**config.mk**
```make
export PLATFORM = sky130hd
export DESIGN_NAME = spec_line_tracker
export DESIGN_NICKNAME = d
export VERILOG_FILES = /design/src/rtl/slt_pkg.sv /design/src/rtl/slt_pick.sv /design/src/rtl/slt_entry.sv /design/src/rtl/spec_line_tracker.sv
export SDC_FILE = /design/constraint.sdc
export NUM_CORES = 1
export LEC_CHECK = 0
export CORE_ASPECT_RATIO = 1.4
export CORE_MARGIN = 2
export CORE_UTILIZATION = 35
export CTS_BUF_LIST = sky130_fd_sc_hd__clkbuf_8
export DETAILED_ROUTE_END_ITERATION = 16
export DONT_BUFFER_PORTS = 1
export GPL_TIMING_DRIVEN = 0
export HOLD_SLACK_MARGIN = 0.06
export SYNTH_ARGS = -nofsm -noshare
export SYNTH_HDL_FRONTEND = slang
export SYNTH_HIERARCHICAL = 1
export SYNTH_SLANG_ARGS = --single-unit
```
**constraint.sdc**
```tcl
create_clock -name clk_i -period 30.3 [get_ports clk_i]
set_input_delay 4.545 -clock clk_i [delete_from_list [all_inputs] [get_ports clk_i]]
set_output_delay 4.545 -clock clk_i [all_outputs]
set_load 0.02 [all_outputs]
```
**src/rtl/slt_pkg.sv**
```systemverilog
`timescale 1ns/1ps
package slt_pkg;

  typedef enum logic [3:0] {
    OP_BEGIN    = 4'd0,
    OP_PLOAD    = 4'd1,
    OP_PSTORE   = 4'd2,
    OP_WATCH_S  = 4'd3,
    OP_WATCH_X  = 4'd4,
    OP_RELEASE  = 4'd5,
    OP_ABORT    = 4'd6,
    OP_COMMIT   = 4'd7,
    OP_NS_LOAD  = 4'd8,
    OP_NS_STORE = 4'd9
  } slt_op_e;

  typedef enum logic [1:0] {
    CAUSE_NONE = 2'b00,
    CAUSE_CONT = 2'b01,
    CAUSE_CAP  = 2'b10,
    CAUSE_EXPL = 2'b11
  } slt_cause_e;

  // snoop kind bit 1 set: write or exclusive prefetch
  localparam int unsigned SNP_EXCL_BIT = 1;

endpackage

```
**src/rtl/slt_pick.sv**
```systemverilog
`timescale 1ns/1ps
module slt_pick #(
  parameter int unsigned N = 8
) (
  input  logic [N-1:0] free_i,
  output logic [N-1:0] oh_o,
  output logic         any_o
);

  always_comb begin
    logic found;
    found = 1'b0;
    oh_o  = '0;
    for (int i = 0; i < N; i++) begin
      if (free_i[i] && !found) begin
        oh_o[i] = 1'b1;
        found   = 1'b1;
      end
    end
    any_o = found;
  end

endmodule

```
**src/rtl/slt_entry.sv**
```systemverilog
`timescale 1ns/1ps
module slt_entry #(
  parameter int unsigned LINE_W = 26,
  parameter int unsigned DATA_W = 32
) (
  input  logic              clk_i,
  input  logic              rst_ni,
  input  logic              clr_i,
  input  logic              wr_i,
  input  logic              wr_own_i,
  input  logic              wr_data_en_i,
  input  logic [DATA_W-1:0] wr_data_i,
  input  logic              rel_i,
  input  logic [LINE_W-1:0] req_line_i,
  input  logic [LINE_W-1:0] snp_line_i,
  input  logic              snp_excl_i,
  output logic              valid_o,
  output logic              req_hit_o,
  output logic              snp_cfl_o,
  output logic              has_data_o,
  output logic [LINE_W-1:0] line_o,
  output logic [DATA_W-1:0] data_o
);

  logic              valid_q, own_q, has_q;
  logic [LINE_W-1:0] line_q;
  logic [DATA_W-1:0] data_q;

  always_ff @(posedge clk_i or negedge rst_ni) begin
    if (!rst_ni) begin
      valid_q <= 1'b0;
      own_q   <= 1'b0;
      has_q   <= 1'b0;
      line_q  <= '0;
      data_q  <= '0;
    end else if (clr_i) begin
      valid_q <= 1'b0;
      own_q   <= 1'b0;
      has_q   <= 1'b0;
    end else if (wr_i) begin
      valid_q <= 1'b1;
      line_q  <= req_line_i;
      own_q   <= (valid_q & own_q) | wr_own_i;
      has_q   <= (valid_q & has_q) | wr_data_en_i;
      if (wr_data_en_i) data_q <= wr_data_i;
    end else if (rel_i && !has_q) begin
      valid_q <= 1'b0;
      own_q   <= 1'b0;
    end
  end

  assign valid_o    = valid_q;
  assign req_hit_o  = valid_q && (line_q == req_line_i);
  // requester wins: exclusive snoops hit any state, shared snoops only owned lines
  assign snp_cfl_o  = valid_q && (line_q == snp_line_i) && (snp_excl_i || own_q);
  assign has_data_o = has_q;
  assign line_o     = line_q;
  assign data_o     = data_q;

  // buffered data implies owned state
  assert_data_owned_R5: assert property (@(posedge clk_i) disable iff (!rst_ni)
    has_q |-> (valid_q && own_q));

  // a line with buffered data survives a release
  assert_release_keeps_data_R6: assert property (@(posedge clk_i) disable iff (!rst_ni)
    (rel_i && has_q && !clr_i && !wr_i) |=> valid_q);

endmodule

```
**src/rtl/spec_line_tracker.sv**
```systemverilog
`timescale 1ns/1ps
module spec_line_tracker
  import slt_pkg::*;
#(
  parameter int unsigned ADDR_W  = 32,
  parameter int unsigned OFF_W   = 6,
  parameter int unsigned DATA_W  = 32,
  parameter int unsigned ENTRIES = 8
) (
  input  logic                              clk_i,
  input  logic                              rst_ni,
  input  logic                              req_valid_i,
  input  logic [3:0]                        req_op_i,
  input  logic [ADDR_W-1:0]                 req_addr_i,
  input  logic [DATA_W-1:0]                 req_data_i,
  input  logic                              snoop_valid_i,
  input  logic [1:0]                        snoop_kind_i,
  input  logic [ADDR_W-1:0]                 snoop_addr_i,
  output logic                              active_o,
  output logic                              abort_o,
  output logic [1:0]                        abort_cause_o,
  output logic [1:0]                        start_status_o,
  output logic [DATA_W-1:0]                 restart_pc_o,
  output logic                              illegal_o,
  output logic [ENTRIES-1:0]                wb_mask_o,
  output logic [ENTRIES*(ADDR_W-OFF_W)-1:0] wb_line_o,
  output logic [ENTRIES*DATA_W-1:0]         wb_data_o
);

  localparam int unsigned LINE_W = ADDR_W - OFF_W;

  slt_op_e           op;
  logic [LINE_W-1:0] req_line, snp_line;
  logic              snp_excl;

  assign op       = slt_op_e'(req_op_i);
  assign req_line = req_addr_i[ADDR_W-1:OFF_W];
  assign snp_line = snoop_addr_i[ADDR_W-1:OFF_W];
  assign snp_excl = snoop_kind_i[SNP_EXCL_BIT];

  logic [ENTRIES-1:0] valid_v, hit_v, cfl_v, has_v, wr_v, rel_v, free_oh;
  logic [LINE_W-1:0]  line_a [ENTRIES];
  logic [DATA_W-1:0]  data_a [ENTRIES];
  logic               free_any;

  logic       active_q, abort_q, illegal_q;
  slt_cause_e cause_q, cause_d;
  logic [1:0] status_q;
  logic [DATA_W-1:0] pc_q;
  logic [ENTRIES-1:0] wb_mask_q;
  logic [LINE_W-1:0]  wb_line_q [ENTRIES];
  logic [DATA_W-1:0]  wb_data_q [ENTRIES];

  logic act_req, conflict, is_prot, is_own, cap, expl, abort_now;
  logic ok, commit_now, begin_now, clr, illegal_d, any_hit;

  slt_pick #(.N(ENTRIES)) u_pick (
    .free_i (~valid_v),
    .oh_o   (free_oh),
    .any_o  (free_any)
  );

  for (genvar g = 0; g < ENTRIES; g++) begin : g_ent
    slt_entry #(.LINE_W(LINE_W), .DATA_W(DATA_W)) u_ent (
      .clk_i        (clk_i),
      .rst_ni       (rst_ni),
      .clr_i        (clr),
      .wr_i         (wr_v[g]),
      .wr_own_i     (is_own),
      .wr_data_en_i (op == OP_PSTORE),
      .wr_data_i    (req_data_i),
      .rel_i        (rel_v[g]),
      .req_line_i   (req_line),
      .snp_line_i   (snp_line),
      .snp_excl_i   (snp_excl),
      .valid_o      (valid_v[g]),
      .req_hit_o    (hit_v[g]),
      .snp_cfl_o    (cfl_v[g]),
      .has_data_o   (has_v[g]),
      .line_o       (line_a[g]),
      .data_o       (data_a[g])
    );
    assign wb_line_o[g*LINE_W +: LINE_W] = wb_line_q[g];
    assign wb_data_o[g*DATA_W +: DATA_W] = wb_data_q[g];
  end

  always_comb begin
    act_req    = active_q && req_valid_i;
    conflict   = active_q && snoop_valid_i && (|cfl_v);
    is_prot    = op inside {OP_PLOAD, OP_PSTORE, OP_WATCH_S, OP_WATCH_X};
    is_own     = op inside {OP_PSTORE, OP_WATCH_X};
    any_hit    = |hit_v;
    cap        = act_req && is_prot && !any_hit && !free_any;
    expl       = act_req && (op == OP_ABORT);
    abort_now  = conflict || cap || expl;
    if (conflict)  cause_d = CAUSE_CONT;
    else if (cap)  cause_d = CAUSE_CAP;
    else if (expl) cause_d = CAUSE_EXPL;
    else           cause_d = CAUSE_NONE;
    ok         = act_req && !abort_now;
    commit_now = ok && (op == OP_COMMIT);
    begin_now  = !active_q && req_valid_i && (op == OP_BEGIN);
    clr        = abort_now || commit_now || begin_now;
    wr_v       = (ok && is_prot) ? (any_hit ? hit_v : free_oh) : '0;
    rel_v      = (ok && (op == OP_RELEASE)) ? hit_v : '0;
    illegal_d  = ok && (op == OP_NS_STORE) && any_hit;
  end

  always_ff @(posedge clk_i or negedge rst_ni) begin
    if (!rst_ni) begin
      active_q  <= 1'b0;
      abort_q   <= 1'b0;
      illegal_q <= 1'b0;
      cause_q   <= CAUSE_NONE;
      status_q  <= 2'b00;
      pc_q      <= '0;
      wb_mask_q <= '0;
    end else begin
      abort_q   <= abort_now;
      illegal_q <= illegal_d;
      wb_mask_q <= commit_now ? (valid_v & has_v) : '0;
      if (begin_now) begin
        active_q <= 1'b1;
        cause_q  <= CAUSE_NONE;
        status_q <= 2'b00;
        pc_q     <= req_data_i;
      end else if (abort_now) begin
        active_q <= 1'b0;
        cause_q  <= cause_d;
        status_q <= cause_d;
      end else if (commit_now) begin
        active_q <= 1'b0;
      end
    end
  end

  always_ff @(posedge clk_i) begin
    if (commit_now) begin
      for (int i = 0; i < ENTRIES; i++) begin
        wb_line_q[i] <= line_a[i];
        wb_data_q[i] <= data_a[i];
      end
    end
  end

  assign active_o       = active_q;
  assign abort_o        = abort_q;
  assign abort_cause_o  = cause_q;
  assign start_status_o = status_q;
  assign restart_pc_o   = pc_q;
  assign illegal_o      = illegal_q;
  assign wb_mask_o      = wb_mask_q;

  // no line is held twice
  assert_unique_line_R5: assert property (@(posedge clk_i) disable iff (!rst_ni)
    $onehot0(hit_v));

  assert_abort_cause_R12: assert property (@(posedge clk_i) disable iff (!rst_ni)
    abort_q |-> (cause_q != CAUSE_NONE && !active_q));

  assert_abort_no_wb_R7: assert property (@(posedge clk_i) disable iff (!rst_ni)
    abort_q |-> (wb_mask_q == '0));

  assert_cause_hold_R12: assert property (@(posedge clk_i) disable iff (!rst_ni)
    (!abort_q && !(active_q && !$past(active_q))) |-> $stable(cause_q));

  assert_status_R8: assert property (@(posedge clk_i) disable iff (!rst_ni)
    abort_q |-> (status_q == cause_q));

  assert_capacity_full_R2: assert property (@(posedge clk_i) disable iff (!rst_ni)
    (abort_q && cause_q == CAUSE_CAP) |-> $past(&valid_v));

  assert_wb_after_commit_R11: assert property (@(posedge clk_i) disable iff (!rst_ni)
    (wb_mask_q != '0) |-> ($past(active_q) && !active_q));

endmodule

```
# Yosys cells after proc, flatten, opt, wreduce, memory -nomap -nowiden
# Memories as Yosys holds them, arrays and structs flattened.
# Cells that the tools add are included.
# Widths: inputs -> output; s select.
[op_classes]
n_addsub = 0
n_lt_le_gt_ge = 0
eq_ne = 24
div_mod_pow = 0
n_reduce_logical = 124
mux = 85
bitwise = 35
n_mul = 0
shifts = 0
[op_table]
columns = ["cell", "n"]
rows = [
  ["$eq 26x26->1", 16],
  ["$mux 1", 76],
  ["$logic_and 1x1->1", 54],
  ["$mux 8", 4],
  ["$reduce_bool 3->1", 9],
  ["$reduce_and 3->1", 8],
  ["$reduce_bool 2->1", 10],
  ["$logic_not 1->1", 19],
  ["$and 1x1->1", 16],
  ["$eq 4x3->1 const B", 4],
  ["$or 1x1->1", 16],
  ["$reduce_and 2->1", 8],
  ["$reduce_or 8->1", 2],
  ["$logic_or 1x1->1", 12],
  ["$mux 2", 5],
  ["$and 8x8->8", 1],
  ["$eq 4x2->1 const B", 2],
  ["$not 8->8", 1],
  ["$eq 4x1->1 const B", 1],
  ["$eq 4x4->1 const B", 1],
  ["$logic_not 4->1", 1],
  ["$reduce_bool 4->1", 1],
  ["$not 1->1", 1],
]
[word_totals]
latch_bits = 0
memories = 2
mem_bits_rw = 464
mem_bits_ro = 0
register_bits = 533
elab_cells = 316
output_inout_bits = 511
[mem_list]
columns = ["memory", "words", "word_bits", "read_ports", "rd_ports_with_merged_regs", "wr", "line", "text"]
rows = [
  ["wb_data_q", 8, 32, 8, 0, 8, "spec_line_tracker.sv:52", "logic [DATA_W-1:0] wb_data_q [ENTRIES];"],
  ["wb_line_q", 8, 26, 8, 0, 8, "spec_line_tracker.sv:51", "logic [LINE_W-1:0] wb_line_q [ENTRIES];"],
]

# Logic depth before layout (Yosys ltp)
# Gate-level depths: netlist (run 1).
[logic_depth]
word_depth = 35
depth_mapped = 14
depth_no_buf = 12

# Cells and area by module
# Netlist (run 1), hierarchy kept.
[by_module_without_submodules]
columns = ["module", "seq_area_each_um2", "n_inst", "area_per_inst_um2", "cells_per_inst"]
rows = [
  ["slt_entry", 1526.5, 8, 2850.2, 208],
  ["spec_line_tracker", 15059.4, 1, 15911.5, 625],
  ["slt_pick", 0.0, 1, 96.3, 12],
]

# Least setup slack after synthesis (run 1)
# Ideal clock, no wire load.
[synth_timing]
kind = "input to register"
startpoint = "input snoop_addr_i[19]"
endpoint = "register wb_mask_q[0], in the netlist wb_mask_o[0]"
arrival_ps = 24725
cell_stages = 8
n_path_buf = 0
slack_ps = 5412
setup_ps = 163
cell_sequence = "xor2_1 -> nor4_1 -> nand4_1 -> nor3_1 -> or4_1 -> o211a_1 -> nor3b_2 -> and3_1"
[synth_via]
elab_chain_cells = 11
elab_cells_between_ends = 32
[synth_rtl]
columns = ["item", "line", "text"]
rows = [
  ["from (decl)", "spec_line_tracker.sv:18", "input logic [ADDR_W-1:0] snoop_addr_i,"],
  ["$eq 26x26->1", "slt_entry.sv:55", "assign snp_cfl_o = valid_q && (line_q == snp_line_i) && (snp_excl_i || own_q);"],
  ["$logic_and 1x1->1 (2 in a row)", "slt_entry.sv:55", ""],
  ["net cfl_v[5]", "spec_line_tracker.sv:41", "logic [ENTRIES-1:0] valid_v, hit_v, cfl_v, has_v, wr_v, rel_v, free_oh;"],
  ["$reduce_or 8->1", "spec_line_tracker.sv:89", "conflict = active_q && snoop_valid_i && (|cfl_v);"],
  ["$logic_and 1x1->1", "spec_line_tracker.sv:89", ""],
  ["$logic_or 1x1->1 (2 in a row)", "spec_line_tracker.sv:95", "abort_now = conflict || cap || expl;"],
  ["$logic_not 1->1", "spec_line_tracker.sv:100", "ok = act_req && !abort_now;"],
  ["$logic_and 1x1->1", "spec_line_tracker.sv:100", ""],
  ["$logic_and 1x1->1", "spec_line_tracker.sv:101", "commit_now = ok && (op == OP_COMMIT);"],
  ["net commit_now", "spec_line_tracker.sv:55", "logic ok, commit_now, begin_now, clr, illegal_d, any_hit;"],
  ["$mux 8", "spec_line_tracker.sv:121", "wb_mask_q <= commit_now ? (valid_v & has_v) : '0;"],
  ["to (signal assigned)", "spec_line_tracker.sv:121", ""],
  ["to (decl)", "spec_line_tracker.sv:50", "logic [ENTRIES-1:0] wb_mask_q;"],
]
# The timed path passes the listed nets, and every way through them passes these cells.
# A chain may end at the register's enable or synchronous reset.

# Final worst setup path (run 1)
[layout_timing]
startpoint = "input req_addr_i[22]"
endpoint = "register g_ent[0].u_ent.data_q[13]"
[layout_via]
elab_chain_cells = 15
elab_cells_between_ends = 32
[layout_rtl]
columns = ["item", "line", "text"]
rows = [
  ["from (decl)", "spec_line_tracker.sv:14", "input logic [ADDR_W-1:0] req_addr_i,"],
  ["$eq 26x26->1 *", "slt_entry.sv:53", "assign req_hit_o = valid_q && (line_q == req_line_i);"],
  ["$logic_and 1x1->1 *", "slt_entry.sv:53", ""],
  ["net hit_v[2]", "spec_line_tracker.sv:41", ""],
  ["$reduce_or 8->1 *", "spec_line_tracker.sv:92", "any_hit = |hit_v;"],
  ["$logic_not 1->1 *", "spec_line_tracker.sv:93", "cap = act_req && is_prot && !any_hit && !free_any;"],
  ["$logic_and 1x1->1 * (2 in a row)", "spec_line_tracker.sv:93", ""],
  ["$logic_or 1x1->1 * (2 in a row)", "spec_line_tracker.sv:95", ""],
  ["$logic_not 1->1", "spec_line_tracker.sv:100", ""],
  ["$logic_and 1x1->1", "spec_line_tracker.sv:100", ""],
  ["$logic_and 1x1->1", "spec_line_tracker.sv:101", ""],
  ["$logic_or 1x1->1 * (2 in a row)", "spec_line_tracker.sv:103", "clr = abort_now || commit_now || begin_now;"],
  ["net clr", "spec_line_tracker.sv:55", ""],
  ["$not 1->1 (no line) *", "n/a", ""],
  ["$reduce_and 3->1 (no line) *", "n/a", ""],
  ["to (signal assigned)", "slt_entry.sv:45", "if (wr_data_en_i) data_q <= wr_data_i;"],
  ["to (decl)", "slt_entry.sv:27", "logic [DATA_W-1:0] data_q;"],
]
# Mark *: on every way through the listed nets, which the timed path passes. The rest lies on a longest branch.

==> results of run 1 <==
## where the power goes
group          switching (mW)  total (mW)  internal [mW]
logic                   0.106       0.225          0.119
registers               0.136        1.63           1.50
clock network           0.552        1.14          0.589
total                   0.793        3.00           2.21
## registers in the layout, indices dropped and copies added, names as in the netlist, 32 cells and up
| signal | cells |
|---|---|
| wb_data_q | 256 |
| g_ent.u_ent/data_o | 256 |
| wb_line_q | 208 |
| g_ent.u_ent/line_o | 208 |
| restart_pc_o | 32 |
## through the flow
step	util [%]	TNS, ns	instance area, um^2
2_1_floorplan	-	0	38800
3_3_place_gp	36.9	-1301.23	40600
3_5_place_dp	37.4	0	41200
4_1_cts	40.3	0	44300
5_1_grt	40.3	0	44300
6_report	40.3	0	44300
## cells by family after synthesis
group           after synthesis  share of synthesized area (%)
compound gates               66                          0.964
simple gates                259                           4.17
flops                       997                           70.3
mux                         496                           14.4
buf+inv                      66                          0.800
xor+xnor                    417                           9.41
## placed cells by master, fill, tap and decap left out, types with 9 or more instances in the layout
master       n
dfrtp_1    533
mux2_2     488
edfxtp_1   464
xnor2_1    233
xor2_1     184
clkbuf_8   163
nand4_1     65
inv_1       62
nor4_1      42
buf_2       41
nor2_1      35
a21oi_1     33
clkinv_2    24
or4_1       18
nand2_1     18
buf_8       18
o21ai_0     17
and3_1      17
clkinv_1    17
nor3_1      12
nand3_1     11
bufinv_16    9
buf_16       9
## worst paths after layout
path	endpoint	cells after the start
setup / recovery	g_ent[0].u_ent/data_o[13]$_DFFE_PN0P_	12
hold / removal	wb_data_q[1][120]$_DFFE_PP_	0
setup reg to reg	g_ent[0].u_ent/data_o[13]$_DFFE_PN0P_	12
hold reg to reg	wb_data_q[1][120]$_DFFE_PP_	0
max in group asynchronous	g_ent[2].u_ent/data_o[3]$_DFFE_PN0P_	0
min in group asynchronous	g_ent[2].u_ent/line_o[9]$_DFFE_PN0P_	0
## metal layers
layer | wire length, um | vias up
met5 | 14 | -
li1 | - | 8858
met1 | 43800 | 11000
met4 | 7420 | 2
met3 | 10900 | 267
met2 | 61800 | 962
## layout make-up
cell class,instances,area share [%]
Multi-Input combinational cell,1238,25.4
Sequential cell,997,61.5
Buffer,48,0.548
Clock buffer,163,5.06
Inverter,18,0.152
Timing Repair Buffer,28,1.19
Tap cell,1460,4.12
Clock inverter,123,2.03
Antenna cell,3,0.0169
==> reports/metrics.cfg, run 1 <==
[min_path]
min_from=g_ent[7].u_ent/data_o[24]$_DFFE_PN0P_
min_path_type=register to register

[grt]
grt-busiest-layer=met2
overflow=0
antenna_found_initial=4
use_met2_pct=36.7
grt_pass1_wl_mm=172
grt_pass1_vias=22200
grtUsageMet3_pct=7.79
grt_max_degree=534
grt_util_met1_pct=23.0
track_usage_pct=21.6

[placement]
dpl.cell_count=3789
hpwl_mm=91.0
port_buffers=0
place_ws_ns=20.39
gp_congestion=0.942

[routing]
antenna_left=0
vias_per_cell=5.16
drtPass1Iterations=5
drc=0
avgRoutedWirePerCell_um=30.4
drt-total-wl_mm=124
drt_iter0_drc=1177
vias=21000

[floorplan]
dieArea_um2=114000
ios=617
die-height_um=398
num_rows=144
fp.dieW_um=285
initial_core_util_pct=35.3
core_area_um2=110000

[critical_path]
path_cells=xnor2_1, nand4_1, or4_1, nor4_2, nor4_1, nand2_1, o31a_1, nand3_2, nor2_4, nand2_1, buf_2, mux2_2
path_delay_family=simple AND/OR/NAND/NOR gates
path_class=input port to register
path_max_fanout=32
cp_slowest_cell=nor2_4
r2r_setup_slack_ns=24.38
path_common_cell=nand2_1
crit_start=req_addr_i[22]
worst_setup_path_start_kind=input port
cp.arrival_ns=9.76
critPathMaxStageDelay_ns=0.78
crit_buf_inv=1
crit_required_ns=31.00
r2r-start=g_ent[2].u_ent/line_o[16]$_DFFE_PN0P_
endpoint_kind=register

[job]
cap_violations=0

[timing]
worst_slack_ns=21.24
setup_violations=0
tightest_slew_ns=1.76
skew_ns=0.0691
max-slew-margin-rel_pct=-17.4
fin_crit_ns=9.06
hold_ws_ns=0.401
report.final.slew_viol_count=111
fin_crit_sh_pct=29.9
rsz0062_at_grt=no
hold_viol_final=0
fmax_ghz=0.110

[final_layout]
instances_no_fill=4078
register_area_um2=27300
drive_above_1_share_pct=30.9
multi_input_area_um2=11200
nFillCells=10000
synthToLayoutAreaGrowth_pct=14.2
layout.nets=2590

[cts]
clk_path_buf_depth=3
numCtsBuffers=153
cts_tree=yes
clk_pin_slew_ns=0.06
cts-root-buf=clkbuf_8
cts_resized=0
clock_latency_ns=0.87
cts_max_level=4
holdBufCountCts=0
post-cts-setup-buffers=0
cts_sinks=997

[synthesis]
yosysMostFrequentCell=dfrtp_1
synthFlopType=dfrtp_1
synth_edf_count=464
async_flop_share_pct=53.5
synthTopCellsByArea=edfxtp_1 36%, dfrtp_1 34%, mux2_2 14%
yosysUniqueCellTypes=43
synthCells=2301
ys_ff_latch=997
syn_nets=2407
synth_commonest_cells=533 x dfrtp_1, 488 x mux2_2, 464 x edfxtp_1
synth_seq_area_share_pct=70.3
synth_area_leader_cell=edfxtp_1
ys_warn_count=6
synth.top_cell.area_share_pct=35.9
synthesis.area_um2=38800
syn_avg_cell_area_um2=16.9

[power_and_ir_drop]
ir_worst_vdd_mv=0.0372
power_density_nw_per_um2=67.6
leakage_nw=18.5
power_mw=3.00

[outcome]
violations=slew limit
status=complete, but fails checks

(Power assumes the default switching activity.)
==> inputs of run 2 (changes only) <==
- clock period: 30.3 -> 7.9 ns (I/O delays scaled with it)
==> run 2 against run 1 <==
The run now ends clean. Clock skew shrank 0.021 ns. Worst hold slack got worse by 0.26 ns. Wire length grew 2.0%. Worst setup slack got worse by 20 ns. Design area grew 0.16%. Via count shrank 1.0%. Non-clock buffer count increased by 4. First-iteration DRC count is 3.9% higher.
==> reports/metrics.cfg, run 2 (synthesis results as in run 1) <==
[critical_path]
crit_start=g_ent[2].u_ent/line_o[16]$_DFFE_PN0P_
path_class=register to register
cp.arrival_ns=6.96
worst_setup_path_start_kind=register
path_max_fanout=32
crit_required_ns=8.61
endpoint_kind=register
r2r-start=g_ent[2].u_ent/line_o[16]$_DFFE_PN0P_

[timing]
skew_ns=0.0478
worst_slack_ns=1.66
rsz0062_at_grt=no
fin_crit_ns=6.24
report.final.slew_viol_count=0
hold_viol_final=0
tightest_slew_ns=1.42
max-slew-margin-rel_pct=5.10
setup_violations=0
fin_crit_sh_pct=79.0
fmax_ghz=0.160
hold_ws_ns=0.145

[power_and_ir_drop]
swShare_pct=26.3
netSwitchingPower_mw=3.03
power_density_nw_per_um2=259
leakage_nw=18.5
p_clk_share_pct=37.9
power_mw=11.5
combPwrFrac_pct=7.7
ir_worst_vdd_mv=0.202
power_frac_seq_pct=54.4
internal_power_mw=8.47

[cts]
clk_pin_slew_ns=0.07
cts-root-buf=clkbuf_8
clk_path_buf_depth=3
clock_latency_ns=0.86
cts_tree=yes
post-cts-setup-buffers=0
numCtsBuffers=154
cts_sinks=997
cts_max_level=4
cts_resized=0

[floorplan]
core_area_um2=110000
ios=617
dieArea_um2=114000
initial_core_util_pct=35.3
num_rows=144
die-height_um=398
fp.dieW_um=285

[routing]
vias_per_cell=5.10
drtPass1Iterations=5
avgRoutedWirePerCell_um=31.0
drc=0
vias=20800
drt-total-wl_mm=126
antenna_left=0
drt_iter0_drc=1223

[grt]
track_usage_pct=22.1
grt_pass1_wl_mm=175
overflow=0
antenna_found_initial=5
grt_max_degree=534
grt_pass1_vias=22200

[job]
cap_violations=0

[final_layout]
final_cell_mix=533 x dfrtp_1, 488 x mux2_2, 464 x edfxtp_1, 233 x xnor2_1, 184 x xor2_1
final_common_cell=dfrtp_1
layout.nets=2595
synthToLayoutAreaGrowth_pct=14.4
instances_no_fill=4082
drive_above_1_share_pct=31.0

[placement]
gp_congestion=0.953
dpl.cell_count=3790
place_ws_ns=0.987
port_buffers=0
hpwl_mm=92.5

[min_path]
min_path_type=input port to async pin

[outcome]
status=complete, no violations

-- run 2: changes by cell type in the layout (fill, tap and decap cells not counted), sizes merged, moves of 2 or more --
cell / before / now
clkinvlp: 6 / 11
buf: 72 / 74
bufinv: 9 / 7
inv: 82 / 71
dlygate4sd3: 0 / 2
clkbuf: 167 / 177
-- run 2: final timing paths --
check / slack, ns / end / cells past startpoint
worst min-delay path: 0.15 / g_ent[5].u_ent/data_o[8]$_DFFE_PN0P_ / 0
worst max-delay path: 1.66 / g_ent[6].u_ent/data_o[6]$_DFFE_PN0P_ / 12
min in group clk_i: 0.42 / wb_data_q[0][83]$_DFFE_PP_ / 0
worst min register to register: 0.42 / wb_data_q[0][83]$_DFFE_PP_ / 0
max in group asynchronous: 6.64 / g_ent[3].u_ent/data_o[1]$_DFFE_PN0P_ / 1
worst max register to register: 1.66 / g_ent[6].u_ent/data_o[6]$_DFFE_PN0P_ / 12
-- run 2: area by class of cell --
class                      count  area, um^2
fill                       10000       65700
sequential                   997       27300
tap                         1460        1830
timing repair buffer          32         617
clock buffer                 173        2380
multi-input combinational   1238       11200
buffer                        48         243
inverter                      18        67.6
antenna                        2        5.00
clock inverter               114         748
-- run 2: through the flow --
step / area, um^2 / util [%] / setup TNS, ns
floorplan: 38800 / - / -3124.49
global placement: 40600 / 36.9 / -5810.13
detailed placement: 41200 / 37.4 / 0
CTS: 44300 / 40.3 / 0
global route: 44400 / 40.3 / 0
finish: 44400 / 40.3 / 0
-- run 2: layer usage --
| layer | up-vias | global-route usage [%] | routed length (um) |
|---|---|---|---|
| met4 | 0 | 12.1 | 6780 |
| met3 | 225 | 7.58 | 10500 |
| met1 | 10800 | 23.4 | 44800 |
| li1 | 8851 | - | - |
| met5 | - | 0 | 0 |
| met2 | 907 | 38.4 | 64400 |
-- run 2: power by group through the flow --
stage	Combinational (mW)	Clock [mW]	Sequential, mW
after floorplan	0.628	0	6.16
after global placement	0.846	0	6.36
after detailed placement	0.873	0	6.35
after CTS	0.879	4.47	6.25
after global routing	0.938	4.69	6.28
final	0.886	4.36	6.25
-- run 2: worst max-delay path, stage by stage (launching register included) --
cell     delay, ns
dfrtp_1       0.47
xnor2_1       0.19
nand4_1       0.37
or4_1         0.65
nor4_2        0.84
nor4_1        0.15
nand2_1       0.18
o31a_1        0.19
nand3_2       0.69
nor2_4        0.92
nand2_1       0.63
buf_2         0.43
mux2_1        0.35
